===== config.mk =====
export PLATFORM = sky130hd
export DESIGN_NAME = irqarb_top
export DESIGN_NICKNAME = d
export VERILOG_FILES = /design/src/rtl/irqarb_pkg.sv /design/src/rtl/irqarb_state.sv /design/src/rtl/irqarb_ctrl.sv /design/src/rtl/irqarb_top.sv
export SDC_FILE = /design/constraint.sdc
export NUM_CORES = 1
export LEC_CHECK = 0
export BUFFER_PORTS_ARGS = -buffer_cell sky130_fd_sc_hd__buf_2
export CAP_MARGIN = 25
export CORE_MARGIN = 4
export CORE_UTILIZATION = 35
export DETAILED_ROUTE_END_ITERATION = 10
export GPL_ROUTABILITY_DRIVEN = 0
export HOLD_SLACK_MARGIN = 0.12
export SLEW_MARGIN = 20
export SYNTH_ARGS = -nofsm -noshare
export SYNTH_HDL_FRONTEND = slang
export SYNTH_SLANG_ARGS = --single-unit

===== constraint.sdc =====
create_clock -name clk -period 1.8 [get_ports clk]
set_input_delay 0 -clock clk [delete_from_list [all_inputs] [get_ports clk]]
set_output_delay 0 -clock clk [all_outputs]
set_load 0.005 [all_outputs]

===== src/rtl/irqarb_pkg.sv =====
package irqarb_pkg;
  localparam int ID_W = 10;
  localparam logic [ID_W-1:0] SPURIOUS_ID = 10'd1023;

  typedef struct packed {
    logic            ack;
    logic [ID_W-1:0] ackId;
    logic            deact;
    logic [ID_W-1:0] deactId;
  } coreStrobe_t;
endpackage


===== src/rtl/irqarb_state.sv =====
module irqarb_state
  import irqarb_pkg::*;
#(
  parameter int NUM_CORES  = 3,
  parameter int NUM_PRIV   = 4,
  parameter int NUM_SHARED = 4
) (
  input  logic                                   clk,
  input  logic                                   rstN,
  input  logic                                   globalEn,
  input  logic [NUM_PRIV+NUM_SHARED-1:0]         irqEnable,
  input  logic [NUM_PRIV+NUM_SHARED-1:0]         irqIsLevel,
  input  logic [NUM_CORES*NUM_PRIV-1:0]          privSrc,
  input  logic [NUM_SHARED-1:0]                  sharedSrc,
  input  coreStrobe_t [NUM_CORES-1:0]            strobes,
  output logic [NUM_CORES-1:0][NUM_PRIV+NUM_SHARED-1:0] present,
  output logic [NUM_CORES-1:0][NUM_PRIV+NUM_SHARED-1:0] activeOn
);
  localparam int NUM_IRQ = NUM_PRIV + NUM_SHARED;
  localparam int OW = (NUM_CORES > 1) ? $clog2(NUM_CORES) : 1;

  logic [NUM_IRQ-1:0] idEn;
  assign idEn = irqEnable & {NUM_IRQ{globalEn}};

  for (genvar c = 0; c < NUM_CORES; c++) begin : g_core
    for (genvar p = 0; p < NUM_PRIV; p++) begin : g_priv
      logic pend, act, prev, line, ackHit, deactHit;
      assign line     = privSrc[c*NUM_PRIV+p];
      assign ackHit   = strobes[c].ack && (strobes[c].ackId == ID_W'(p));
      assign deactHit = strobes[c].deact && (strobes[c].deactId == ID_W'(p));

      always_ff @(posedge clk) begin
        if (!rstN) begin
          pend <= 1'b0;
          act  <= 1'b0;
          prev <= 1'b0;
        end else begin
          prev <= line;
          pend <= irqIsLevel[p] ? line : ((line & ~prev) | (pend & ~ackHit));
          act  <= ackHit | (act & ~deactHit);
        end
      end

      assign present[c][p]  = idEn[p] & pend & ~act;
      assign activeOn[c][p] = act;

      assert_deact_valid_R9: assert property (@(posedge clk) disable iff (!rstN)
        deactHit |-> act);
    end
  end

  for (genvar s = 0; s < NUM_SHARED; s++) begin : g_shared
    localparam int ID = NUM_PRIV + s;
    logic pend, act, prev, line, ackAny, deactHit;
    logic [NUM_CORES-1:0] ackVec, deactVec;
    logic [OW-1:0] owner, ackOwner;

    assign line = sharedSrc[s];

    always_comb begin
      ackOwner = '0;
      for (int c = NUM_CORES - 1; c >= 0; c--) begin
        ackVec[c]   = strobes[c].ack && (strobes[c].ackId == ID_W'(ID));
        deactVec[c] = strobes[c].deact && (strobes[c].deactId == ID_W'(ID))
                      && (owner == OW'(c));
        if (ackVec[c]) ackOwner = OW'(c);
      end
    end
    assign ackAny   = |ackVec;
    assign deactHit = act & (|deactVec);

    always_ff @(posedge clk) begin
      if (!rstN) begin
        pend  <= 1'b0;
        act   <= 1'b0;
        prev  <= 1'b0;
        owner <= '0;
      end else begin
        prev <= line;
        pend <= irqIsLevel[ID] ? line : ((line & ~prev) | (pend & ~ackAny));
        act  <= ackAny | (act & ~deactHit);
        if (ackAny) owner <= ackOwner;
      end
    end

    for (genvar c = 0; c < NUM_CORES; c++) begin : g_view
      assign present[c][ID]  = idEn[ID] & pend & ~act;
      assign activeOn[c][ID] = act && (owner == OW'(c));
    end

    assert_single_claim_R3: assert property (@(posedge clk) disable iff (!rstN)
      $onehot0(ackVec));
    assert_ack_activates_R4: assert property (@(posedge clk) disable iff (!rstN)
      ackAny |=> (act && owner == $past(ackOwner)));
  end
endmodule


===== src/rtl/irqarb_ctrl.sv =====
module irqarb_ctrl
  import irqarb_pkg::*;
#(
  parameter int NUM_CORES  = 3,
  parameter int NUM_PRIV   = 4,
  parameter int NUM_SHARED = 4
) (
  input  logic                                   clk,
  input  logic                                   rstN,
  input  logic [NUM_CORES-1:0]                   ackReq,
  input  logic [NUM_CORES-1:0]                   deactReq,
  input  logic [NUM_CORES*ID_W-1:0]              deactIdFlat,
  input  logic [NUM_CORES-1:0][NUM_PRIV+NUM_SHARED-1:0] present,
  input  logic [NUM_CORES-1:0][NUM_PRIV+NUM_SHARED-1:0] activeOn,
  output logic [NUM_CORES*ID_W-1:0]              ackIdFlat,
  output coreStrobe_t [NUM_CORES-1:0]            strobes
);
  localparam int NUM_IRQ = NUM_PRIV + NUM_SHARED;

  logic [NUM_CORES-1:0][ID_W-1:0] pick;
  logic [NUM_CORES-1:0] found, lose, deactOk;

  always_comb begin
    for (int c = 0; c < NUM_CORES; c++) begin
      pick[c]  = SPURIOUS_ID;
      found[c] = 1'b0;
      for (int i = NUM_IRQ - 1; i >= 0; i--) begin
        if (present[c][i]) begin
          pick[c]  = ID_W'(i);
          found[c] = 1'b1;
        end
      end
    end
    for (int c = 0; c < NUM_CORES; c++) begin
      lose[c] = 1'b0;
      for (int k = 0; k < c; k++) begin
        if (ackReq[k] && found[k] && found[c] && (pick[k] == pick[c])
            && (pick[c] >= ID_W'(NUM_PRIV)))
          lose[c] = 1'b1;
      end
      deactOk[c] = 1'b0;
      for (int i = 0; i < NUM_IRQ; i++) begin
        if (activeOn[c][i] && (deactIdFlat[c*ID_W +: ID_W] == ID_W'(i)))
          deactOk[c] = 1'b1;
      end
      ackIdFlat[c*ID_W +: ID_W] = lose[c] ? SPURIOUS_ID : pick[c];
      strobes[c].ack     = ackReq[c] & found[c] & ~lose[c];
      strobes[c].ackId   = pick[c];
      strobes[c].deact   = deactReq[c] & deactOk[c];
      strobes[c].deactId = deactIdFlat[c*ID_W +: ID_W];
    end
  end

  for (genvar c = 0; c < NUM_CORES; c++) begin : g_chk
    assert_id_range_R2: assert property (@(posedge clk) disable iff (!rstN)
      (ackIdFlat[c*ID_W +: ID_W] == SPURIOUS_ID) ||
      (ackIdFlat[c*ID_W +: ID_W] < ID_W'(NUM_IRQ)));
  end
endmodule


===== src/rtl/irqarb_top.sv =====
module irqarb_top
  import irqarb_pkg::*;
#(
  parameter int NUM_CORES  = 3,
  parameter int NUM_PRIV   = 4,
  parameter int NUM_SHARED = 4
) (
  input  logic                               clk,
  input  logic                               rstN,
  input  logic                               globalEn,
  input  logic [NUM_PRIV+NUM_SHARED-1:0]     irqEnable,
  input  logic [NUM_PRIV+NUM_SHARED-1:0]     irqIsLevel,
  input  logic [NUM_CORES*NUM_PRIV-1:0]      privSrc,
  input  logic [NUM_SHARED-1:0]              sharedSrc,
  input  logic [NUM_CORES-1:0]               ackReq,
  output logic [NUM_CORES*10-1:0]            ackId,
  input  logic [NUM_CORES-1:0]               deactReq,
  input  logic [NUM_CORES*10-1:0]            deactId
);
  localparam int NUM_IRQ = NUM_PRIV + NUM_SHARED;

  coreStrobe_t [NUM_CORES-1:0] strobes;
  logic [NUM_CORES-1:0][NUM_IRQ-1:0] present, activeOn;

  irqarb_state #(.NUM_CORES(NUM_CORES), .NUM_PRIV(NUM_PRIV), .NUM_SHARED(NUM_SHARED))
  state_i (
    .clk(clk), .rstN(rstN), .globalEn(globalEn), .irqEnable(irqEnable),
    .irqIsLevel(irqIsLevel), .privSrc(privSrc), .sharedSrc(sharedSrc),
    .strobes(strobes), .present(present), .activeOn(activeOn)
  );

  irqarb_ctrl #(.NUM_CORES(NUM_CORES), .NUM_PRIV(NUM_PRIV), .NUM_SHARED(NUM_SHARED))
  ctrl_i (
    .clk(clk), .rstN(rstN), .ackReq(ackReq), .deactReq(deactReq),
    .deactIdFlat(deactId), .present(present), .activeOn(activeOn),
    .ackIdFlat(ackId), .strobes(strobes)
  );

  for (genvar c = 0; c < NUM_CORES; c++) begin : g_chk
    assert_disabled_silent_R10: assert property (@(posedge clk) disable iff (!rstN)
      !globalEn |-> (ackId[c*ID_W +: ID_W] == SPURIOUS_ID));
  end
endmodule


==> results_dict.tcl, run 1 <==
set metrics [dict create \
    die_width_um 103 \
    post_synth_mux_area_share 0.0212 \
    instances_no_fill 632 \
    power-per-cell-area_mw_per_mm2 615 \
    timing.final.setup_violations 5 \
    unrepaired_setup_endpoints_after_global_routing "true" \
    wire_length_of_the_first_global_routing_pass_um 16500 \
    min-delay-path-class "primary input to flip-flop" \
    vdd_ir_drop_max_v 0.000276 \
    grt.total_usage 0.202 \
    worstSkewPairLatency_ps 330 \
    post_syn_instances 359 \
    buffer_ports.inserted 100 \
    synthesis.area_per_instance_um2 8.86 \
    timing.final.crit_period_ps 1830 \
    synth_top_cells_by_count "dfxtp_1, nand2_1, a21oi_1" \
    start_kind "flip-flop" \
    grt.overflow.total 0 \
    vias_per_cell 5.44 \
    grt_start_max_net_pins 20 \
    post-synth-top-count-cell "dfxtp_1" \
    synth_seq_area_share 0.352 \
    fp-row-count 34 \
    switching_power_mw 0.856 \
    cts_h_tree_lvls 2 \
    reg2reg_slack_ps -30 \
    pre_cts_slack_ps -102 \
    cp_data_arrival_time_ps 2050 \
    clkTransAtPathRegs_ps 100 \
    synth_largest_area_cell "dfxtp_1" \
    setup_ws_ps -29.8 \
    critPathMaxStageDelay_ps 330 \
    drt_pass1_iterations 4 \
    drt_iter0_markers 187 \
    final_antenna_net_count 0 \
    dp_wirelength_um 8280 \
    synth.ff_latch_count 56 \
    clockPowerShare 0.260 \
    synth_fa_ha_area_frac 0 \
    design.final.nets 594 \
    synthXorXnorAreaFrac 0 \
    drc_errors 0 \
    synthToLayoutAreaGrowth_pct 46.1 \
    post-synth-top-area-fraction 0.352 \
    tritoncts.num_buffers 5 \
    yosysWarningCount 0 \
    worst_pin_slew_ps 407 \
    sw_frac_of_total 0.299 \
    power.leakage_nw 1.98 \
    skew_ps 14.8 \
    floorplan.core_area_mm2 0.00876 \
    maxCapViolCount 0 \
    final_layout_size_suffix_gt1_frac 0.412 \
    timing_max_transition_violations_final 0 \
    cts_tree "yes" \
    worst_path_max_delay_cell "dfxtp_2" \
    cellInternalPower_mw 2.00 \
    share_seq_of_total_power 0.467 \
    worst_path_dominant_cell_family "compound AO/OA/AOI/OAI gates" \
    cts_root_buffer "clkbuf_8" \
    synth_simple_gate_area_frac 0.327 \
    num_vias 3441 \
    synth_compound_area_frac 0.211 \
    dominant_combinational_cell_family_by_area_after_synthesis "simple AND/OR/NAND/NOR gates" \
    netlist-cell-type-count 55 \
    initial_antenna_violation_count 0 \
    critical_path.max_fanout 4 \
    outcome "finished with violations" \
    async_flop_share 0 \
    totalWireLength_um 10900 \
    critPathKind "flip-flop to flip-flop" \
    detail_route.wl_per_cell_um 17.2 \
    synth.area.top_cells "dfxtp_1, a21oi_1, buf_4, and2_1, o21ai_0" \
    achievable_freq_ghz 0.547 \
    die_area_mm2 0.0107 \
    grt_pass1_vias 3298 \
    combPwrFrac 0.273 \
    initial_utilization 0.363 \
    count_of_buffering_cells_on_the_critical_path_with_inverters_included 1 \
    syn_nets 430 \
    synth-main-ff-cell "dfxtp_1" \
    die_y_um 103 \
    setup-tns-final_ps -84.2 \
    placed_cells 575 \
    max-slew-margin-rel 0.725 \
    insertedDiodeCount 0 \
    count_of_flip_flops_with_a_built_in_enable_after_synthesis 0 \
    mappedNetlistArea_mm2 0.00318 \
    failed_checks "setup timing" \
    hold_violations 0 \
    cts.sink_count 56 \
    worstPathRequired_ps 2020 \
    clock_tree_buffer_depth 2 \
    final_min_period_over_clock_period 1.02 \
    crit_chain "nand4b_1, buf_4, o21a_4, o31ai_4, and4b_4, nor3b_1, a32o_1" \
    io_pins 101 \
    critPathCaptureType "flip-flop" \
]
==> sequential cells by signal, indices dropped and copies added (netlist names) <==
register                    cells
state_i.g_core.g_priv.act      12
state_i.g_core.g_priv.prev     12
state_i.g_shared.owner          8
state_i.g_shared.act            4
state_i.g_core.g_priv.pend     12
state_i.g_shared.pend           4
state_i.g_shared.prev           4
==> power groups by stage <==
stage	Combinational [mW]	Clock (mW)	Sequential (mW)
CTS	0.703	0.758	1.34
global route	0.853	0.806	1.34
detailed placement	0.616	0	1.36
floorplan	0.386	0	1.35
global placement	0.610	0	1.36
finish	0.780	0.745	1.34
==> final cells by class <==
class                   count  area [µm²]
clock inverters             3        27.5
fillers                   815        4110
repair buffers            188        1300
multi-input cells         255        1920
inverters                  17        63.8
well taps                 108         135
flip-flops and latches     56        1140
clock buffers               5        68.8
==> cell families after synthesis <==
kind of cell | after synthesis
simple gates | 156
compound gates | 96
flops | 56
buf+inv | 48
mux | 3
==> cells in the final DEF, fill, tap and decap left out, drive strengths merged, types with 3 or more instances in the layout <==
| cell | count |
|---|---|
| a21oi | 27 |
| dlygate4sd3 | 37 |
| inv | 18 |
| nand2b | 16 |
| nand3b | 8 |
| nand3 | 16 |
| nor4 | 5 |
| o211a | 3 |
| and2 | 20 |
| clkbuf | 5 |
| nor2b | 3 |
| o211ai | 4 |
| a22oi | 5 |
| buf | 151 |
| nor4bb | 3 |
| a31oi | 6 |
| o21ai | 24 |
| nand2 | 28 |
| nor2 | 10 |
| mux4 | 3 |
| and3 | 4 |
| dfxtp | 56 |
| nor4b | 6 |
| nor3 | 3 |
| nand4b | 16 |
| and4b | 11 |
| a32o | 7 |
| o31ai | 4 |
==> worst min-delay path, cell delays in order <==
cell and delay (ps):
buf_2 80, nand4b_1 160, o31ai_1 80, a21oi_1 130
==> per-stage QoR <==
stage	total power, mW	util	hold slack [ps]	instance area, µm²
5_1_grt	3.00	0.531	191	4650
6_report	2.86	0.531	173	4650
3_5_place_dp	1.98	0.444	211	3890
4_1_cts	2.80	0.506	171	4430
2_1_floorplan	1.74	-	101	3180
3_3_place_gp	1.97	0.444	196	3890
==> repair_timing <==
action                                  4_1_cts  5_1_grt
hold buffers                                 37        0
resized for setup                            16       45
hold endpoints to repair                     44        0
endpoints found under the setup margin       30       39
setup buffers                                 6        6
pin swaps                                     5       10
==> per-layer routing <==
metal  wire length, µm  track usage  share of wire  vias to the layer above
li1                  -            -              -                     1647
met1              4630        0.262           0.43                     1612
met2              5010        0.325           0.46                      159
met3               876       0.0376          0.081                       23
met4               356       0.0916          0.033                        0
met5                 0            0              0                        -
==> final timing paths <==
check,from,to,cells past startpoint
setup / recovery,state_i.g_shared[0].act,state_i.g_shared[0].pend,7
hold / removal,deactId[12],state_i.g_core[1].g_priv[0].act,4
setup reg to reg,state_i.g_shared[0].act,state_i.g_shared[0].pend,7
hold reg to reg,state_i.g_core[0].g_priv[3].pend,state_i.g_core[0].g_priv[3].pend,2
No activity file was read; power rests on OpenSTA's default activity.
==> run 2: changes to the inputs <==
--- a/config.mk
+++ b/config.mk
@@ -12,7 +12,6 @@
 export DETAILED_ROUTE_END_ITERATION = 10
 export GPL_ROUTABILITY_DRIVEN = 0
 export HOLD_SLACK_MARGIN = 0.12
-export SLEW_MARGIN = 20
 export SYNTH_ARGS = -nofsm -noshare
 export SYNTH_HDL_FRONTEND = slang
 export SYNTH_SLANG_ARGS = --single-unit
==> constraint.sdc (replaced) <==
create_clock -name clk -period 1.5 [get_ports clk]
set_input_delay 0 -clock clk [delete_from_list [all_inputs] [get_ports clk]]
set_output_delay 0 -clock clk [all_outputs]
set_load 0.005 [all_outputs]
==> run 2 against run 1 <==
The run still ends with setup timing left; final cell count up 6.5%; design area up 13%; global-route usage up 1.0 points; hold slack worse by 21 ps; die area unchanged; register-to-register slack worse by 360 ps; fmax down 3.1%; power up 25%; sequential power up 20%; routed wire length up 5.5%; via count up 4.3%; largest cell class unchanged; highest routed layer unchanged.
==> results_dict.tcl, run 2 (synthesis gave the netlist of run 1 again) <==
set metrics [dict create \
    outcome "finished with violations" \
    failed_checks "setup timing" \
    setup.worst_path.start "state_i.g_shared[0].act" \
    design.final.nets 635 \
    initial_utilization 0.363 \
    cts_tree "yes" \
    clock_tree_buffer_depth 2 \
    timing_max_transition_violations_final 0 \
    maxCapViolCount 0 \
    vias_per_cell 5.33 \
    layout.cells.most_common "buf_2" \
    totalWireLength_um 11500 \
    skew_ps 5.84 \
    tritoncts.num_buffers 5 \
    worstPathRequired_ps 1720 \
    cts_root_buffer "clkbuf_8" \
    layout_top_registers "state_i.g_core.g_priv.act x12, state_i.g_core.g_priv.pend x12, state_i.g_core.g_priv.prev x12" \
    num_vias 3588 \
    grt.total_usage 0.212 \
    hold_violations 0 \
    worst_r2r_startpoint "state_i.g_shared[0].act" \
    critical_path.max_fanout 3 \
    critPathKind "flip-flop to flip-flop" \
    floorplan.core_area_mm2 0.00876 \
    total_power_mw 3.56 \
    io_pins 101 \
    cts_h_tree_lvls 2 \
    buffer_ports.inserted 100 \
    power-per-cell-area_mw_per_mm2 681 \
    die_width_um 103 \
    min-delay-path-class "primary input to flip-flop" \
    grt.overflow.total 0 \
    final_antenna_net_count 0 \
    vdd_ir_drop_max_v 0.000382 \
    cts.sink_count 56 \
    drc_errors 0 \
    insertedDiodeCount 0 \
    drt_iter0_markers 143 \
    power.leakage_nw 2.27 \
    placed_cells 613 \
    die_y_um 103 \
    unrepaired_setup_endpoints_after_global_routing "true" \
    timing.final.crit_period_ps 1890 \
    dp_wirelength_um 8570 \
    die_area_mm2 0.0107 \
    initial_antenna_violation_count 0 \
    worstSkewPairLatency_ps 320 \
    setup_ws_ps -389 \
    worst_pin_slew_ps 449 \
    critPathCaptureType "flip-flop" \
    grt_pass1_vias 3507 \
    clkTransAtPathRegs_ps 110 \
    hold_start "deactId[1]" \
    final_layout_size_suffix_gt1_frac 0.526 \
    max-slew-margin-rel 0.701 \
    number_of_fill_cells_in_the_layout 728 \
    timing.final.setup_violations 50 \
    cp_data_arrival_time_ps 2110 \
    final_min_period_over_clock_period 1.26 \
    start_kind "flip-flop" \
    detail_route.wl_per_cell_um 17.0 \
    synthToLayoutAreaGrowth_pct 64.4 \
    instances_no_fill 673 \
    grt_start_max_net_pins 21 \
    wire_length_of_the_first_global_routing_pass_um 17500 \
    fp-row-count 34 \
    final_cell_mix "buf_2, buf_4, dfxtp_1, dlygate4sd3_1, buf_6" \
    achievable_freq_ghz 0.529 \
    drt_pass1_iterations 5 \
]
-- run 2: changes by cell type in the layout (fill, tap and decap cells not counted), moves of 4 or more --
cell,change
nand3_1,-6
dfxtp_1,-6
buf_6,+17
dfxtp_2,+7
dlygate4sd3_1,-6
o21ai_2,+4
o21ai_0,-7
buf_4,+27
nor2_4,+4
-- run 2: path summary, 6_finish.rpt --
check / endpoint / slack, ps / cells after the start
max reg2reg: state_i.g_shared[0].pend / -390 / 7
min: state_i.g_core[0].g_priv[2].act / 150 / 5
max: state_i.g_shared[0].pend / -390 / 7
min reg2reg: state_i.g_shared[3].pend / 480 / 2
-- run 2: metal layers --
layer / GRT usage / routed length [µm] / vias to the layer above
met5: 0 / 0 / -
li1: - / - / 1733
met4: 0.0797 / 289 / 0
met2: 0.341 / 5390 / 134
met1: 0.291 / 5070 / 1702
met3: 0.0235 / 719 / 19
-- run 2: report_power, final --
group          total, mW  internal (mW)  switching [mW]
Sequential          1.61           1.56          0.0434
Combinational       1.07          0.591           0.481
Clock              0.883          0.337           0.546
-- run 2: final cells by class --
| type | instances | area [µm²] | share of cell area |
|---|---|---|---|
| inverter | 17 | 63.8 | 0.0122 |
| timing repair buffer | 229 | 1680 | 0.321 |
| clock inverter | 3 | 22.5 | 0.00431 |
| multi-input combinational | 255 | 2120 | 0.405 |
| sequential | 56 | 1140 | 0.218 |
| clock buffer | 5 | 68.8 | 0.0132 |
| tap | 108 | 135 | 0.0258 |
-- run 2: critical path, cell delays in order (launching register included) --
cell and delay (ps):
dfxtp_2 330, nand4b_1 280, buf_4 220, o211ai_1 110, o211a_1 290, nand3_1 140, and2_4 170, a32o_1 250
-- run 2: through the flow --
step	instance area [µm²]	setup TNS, ps	setup WS (ps)	util	hold slack, ps
after CTS	4920	-10180	-356	0.562	148
after global placement	4260	-4220	-295	0.486	201
after floorplan	3250	-2220	-274	-	98.5
after detailed placement	4260	-5200	-358	0.486	215
final	5230	-13050	-389	0.597	152
after global routing	5230	-17240	-481	0.597	161
-- run 2: timing repair --
item | 4_1_cts | 5_1_grt
endpoints found under the hold margin | 44 | 0
hold buffers | 31 | 0
gates resized for setup | 55 | 63
pin swaps | 19 | 25
setup buffers | 14 | 11
endpoints found under the setup margin | 51 | 56
==> run 3: changes to the inputs <==
--- a/config.mk
+++ b/config.mk
@@ -5,10 +5,11 @@
 export SDC_FILE = /design/constraint.sdc
 export NUM_CORES = 1
 export LEC_CHECK = 0
+export ABC_AREA = 1
 export BUFFER_PORTS_ARGS = -buffer_cell sky130_fd_sc_hd__buf_2
 export CAP_MARGIN = 25
 export CORE_MARGIN = 4
-export CORE_UTILIZATION = 35
+export CORE_UTILIZATION = 25
 export DETAILED_ROUTE_END_ITERATION = 10
 export GPL_ROUTABILITY_DRIVEN = 0
 export HOLD_SLACK_MARGIN = 0.12
==> run 3 against run 2 <==
The flow still finishes with violations (setup timing); largest cell class unchanged; via count up 20%; critical endpoint is now ackId[15]; clock power up 37%; critical path depth rose by 4; routed wire length grew 14%; worst setup slack improved by 140 ps; highest routed layer unchanged.
==> results_dict.tcl, run 3 <==
set metrics [dict create \
    outcome "finished with violations" \
    failed_checks "setup timing" \
    cts_tree "yes" \
    placed_cells 923 \
    dp_wirelength_um 9710 \
    synth-main-ff-cell "dfxtp_1" \
    total_power_mw 4.25 \
    cp_data_arrival_time_ps 1750 \
    die_y_um 128 \
    number_of_fill_cells_in_the_layout 1385 \
    sw_frac_of_total 0.310 \
    skew_ps 5.80 \
    vias_per_cell 4.43 \
    synth_seq_area_share 0.314 \
    grt_pass1_vias 4051 \
    worst_pin_slew_ps 345 \
    drc_errors 0 \
    worstSkewPairLatency_ps 300 \
    floorplan.core_area_mm2 0.0139 \
    max-slew-margin-rel 0.768 \
    critPathKind "flip-flop to output pin" \
    tritoncts.num_buffers 5 \
    synth.ff_latch_count 56 \
    io_pins 101 \
    fp-row-count 43 \
    unrepaired_setup_endpoints_after_global_routing "true" \
    share_seq_of_total_power 0.377 \
    initial_antenna_violation_count 0 \
    grt.overflow.total 0 \
    die_width_um 128 \
    post-synth-top-count-cell "nand2_1" \
    totalWireLength_um 13000 \
    final_antenna_net_count 0 \
    vdd_ir_drop_max_v 0.000506 \
    clkTransAtPathRegs_ps 70 \
    timing.final.crit_period_ps 1750 \
    hold_violations 0 \
    power.leakage_nw 2.82 \
    maxCapViolCount 0 \
    grt.total_usage 0.150 \
    instances_no_fill 973 \
    synth_largest_area_cell "dfxtp_1" \
    power-per-cell-area_mw_per_mm2 718 \
    mappedNetlistArea_mm2 0.00357 \
    clockPowerShare 0.284 \
    netlist-cell-type-count 24 \
    critPathMaxStageDelay_ps 360 \
    worst_path_max_delay_cell "dfxtp_2" \
    buffer_ports.inserted 100 \
    drt_pass1_iterations 5 \
    post-synth-top-area-fraction 0.314 \
    crit_chain "buf_6, nand2_2, nor2_2, nor2_2, nand2_4, nand3_4, nor2_4, buf_6, inv_6, nand2_8, buf_6" \
    cp_common_cell "buf_6" \
    critPathCaptureType "output pin" \
    critical_path.max_fanout 7 \
    initial_utilization 0.256 \
    synth.area.top_cells "dfxtp_1, nand2_1, nand3_1, nor2_1, inv_1" \
    synthesis.area_per_instance_um2 6.03 \
    final_layout_size_suffix_gt1_frac 0.444 \
    wire_length_of_the_first_global_routing_pass_um 19700 \
    die_area_mm2 0.0163 \
    insertedDiodeCount 0 \
    post_syn_instances 592 \
    count_of_flip_flops_with_a_built_in_enable_after_synthesis 0 \
    min-delay-path-class "primary input to flip-flop" \
    timing_max_transition_violations_final 0 \
    drt_iter0_markers 265 \
    reg2reg_slack_ps -230 \
    cts_h_tree_lvls 2 \
    layout_top_registers "state_i.g_core.g_priv.act x12, state_i.g_core.g_priv.pend x12, state_i.g_core.g_priv.prev x12" \
    design.final.nets 863 \
    cellInternalPower_mw 2.93 \
    num_vias 4312 \
    achievable_freq_ghz 0.572 \
    detail_route.wl_per_cell_um 13.4 \
    cts_root_buffer "clkbuf_16" \
    timing.final.setup_violations 66 \
    clock_tree_buffer_depth 2 \
    layout.cells.most_common "nand2_1" \
    final_cell_mix "nand2_1, buf_2, buf_4, inv_1" \
    setup_ws_ps -247 \
    cts.sink_count 56 \
    grt_start_max_net_pins 27 \
    yosysWarningCount 0 \
    synth_top_cells_by_count "nand2_1, nor2_1, inv_1" \
    worstPathRequired_ps 1500 \
    start_kind "flip-flop" \
    final_min_period_over_clock_period 1.16 \
    synthToLayoutAreaGrowth_pct 65.7 \
    syn_nets 663 \
    switching_power_mw 1.32 \
    async_flop_share 0 \
    combPwrFrac 0.339 \
]
==> run 3: logic make-up (layout without fill, tap and decap cells) <==
logic type / Yosys count / count (layout) / synth area share
flops: 56 / 56 / 0.314
compound gates: 56 / 56 / 0.0869
buf+inv: 109 / 310 / 0.136
simple gates: 371 / 371 / 0.464
==> run 3: path summary, 6_finish.rpt <==
path,start,to,cells after the start
setup / recovery,state_i.g_shared[1].pend,ackId[15],11
hold / removal,ackReq[2],state_i.g_core[2].g_priv[3].act,5
setup reg to reg,state_i.g_shared[1].pend,state_i.g_shared[1].act,13
hold reg to reg,state_i.g_core[1].g_priv[1].pend,state_i.g_core[1].g_priv[1].pend,2
==> run 3: repair_timing <==
action / CTS / global route
hold endpoints to repair: 32 / 0
hold buffers: 29 / 0
pin swaps: 20 / 47
setup endpoints to repair: 62 / 68
resized for setup: 72 / 133
buffers inserted: 10 / 4
gates cloned: 0 / 0
==> run 3: worst max-delay path, delay by kind of cell (launching register included) <==
| kind | cells | cell delay (ps) |
|---|---|---|
| AND/OR/NAND/NOR | 7 | 710 |
| flip-flops | 1 | 360 |
| buffers and inverters | 4 | 370 |
==> run 3: stage by stage <==
| stage | utilization | TNS, ps | cell area [µm²] | hold WS (ps) | setup slack, ps |
|---|---|---|---|---|---|
| final | 0.425 | -10540 | 5920 | 133 | -247 |
| after detailed placement | 0.337 | -4890 | 4690 | 206 | -215 |
| after floorplan | - | 0 | 3570 | 106 | 31.0 |
| after global placement | 0.337 | -4840 | 4690 | 204 | -211 |
| after CTS | 0.390 | -8850 | 5440 | 130 | -206 |
| after global routing | 0.425 | -15690 | 5920 | 155 | -337 |
==> run 3: cell type report <==
class                   instances  area [µm²]  area share
multi-input cells             427        2460       0.415
repair buffers                217        1610       0.273
flip-flops and latches         56        1130       0.192
inverters                      85         339      0.0573
well taps                     180         225      0.0381
clock buffers                   7         143      0.0241
clock inverters                 1        7.51     0.00127
==> run 3: power groups by stage <==
stage	logic [mW]	clock network [mW]	registers, mW
floorplan	0.565	0	1.63
global placement	0.954	0	1.63
detailed placement	0.958	0	1.63
CTS	1.16	1.22	1.60
global route	1.56	1.28	1.61
finish	1.44	1.21	1.60
==> run 3: routing by layer <==
| metal | vias up | GRT usage | routed length [µm] |
|---|---|---|---|
| met1 | 1912 | 0.202 | 5890 |
| met2 | 117 | 0.250 | 6240 |
| li1 | 2251 | - | - |
| met3 | 32 | 0.0159 | 511 |
| met5 | - | 0 | 0 |
| met4 | 0 | 0.0498 | 383 |
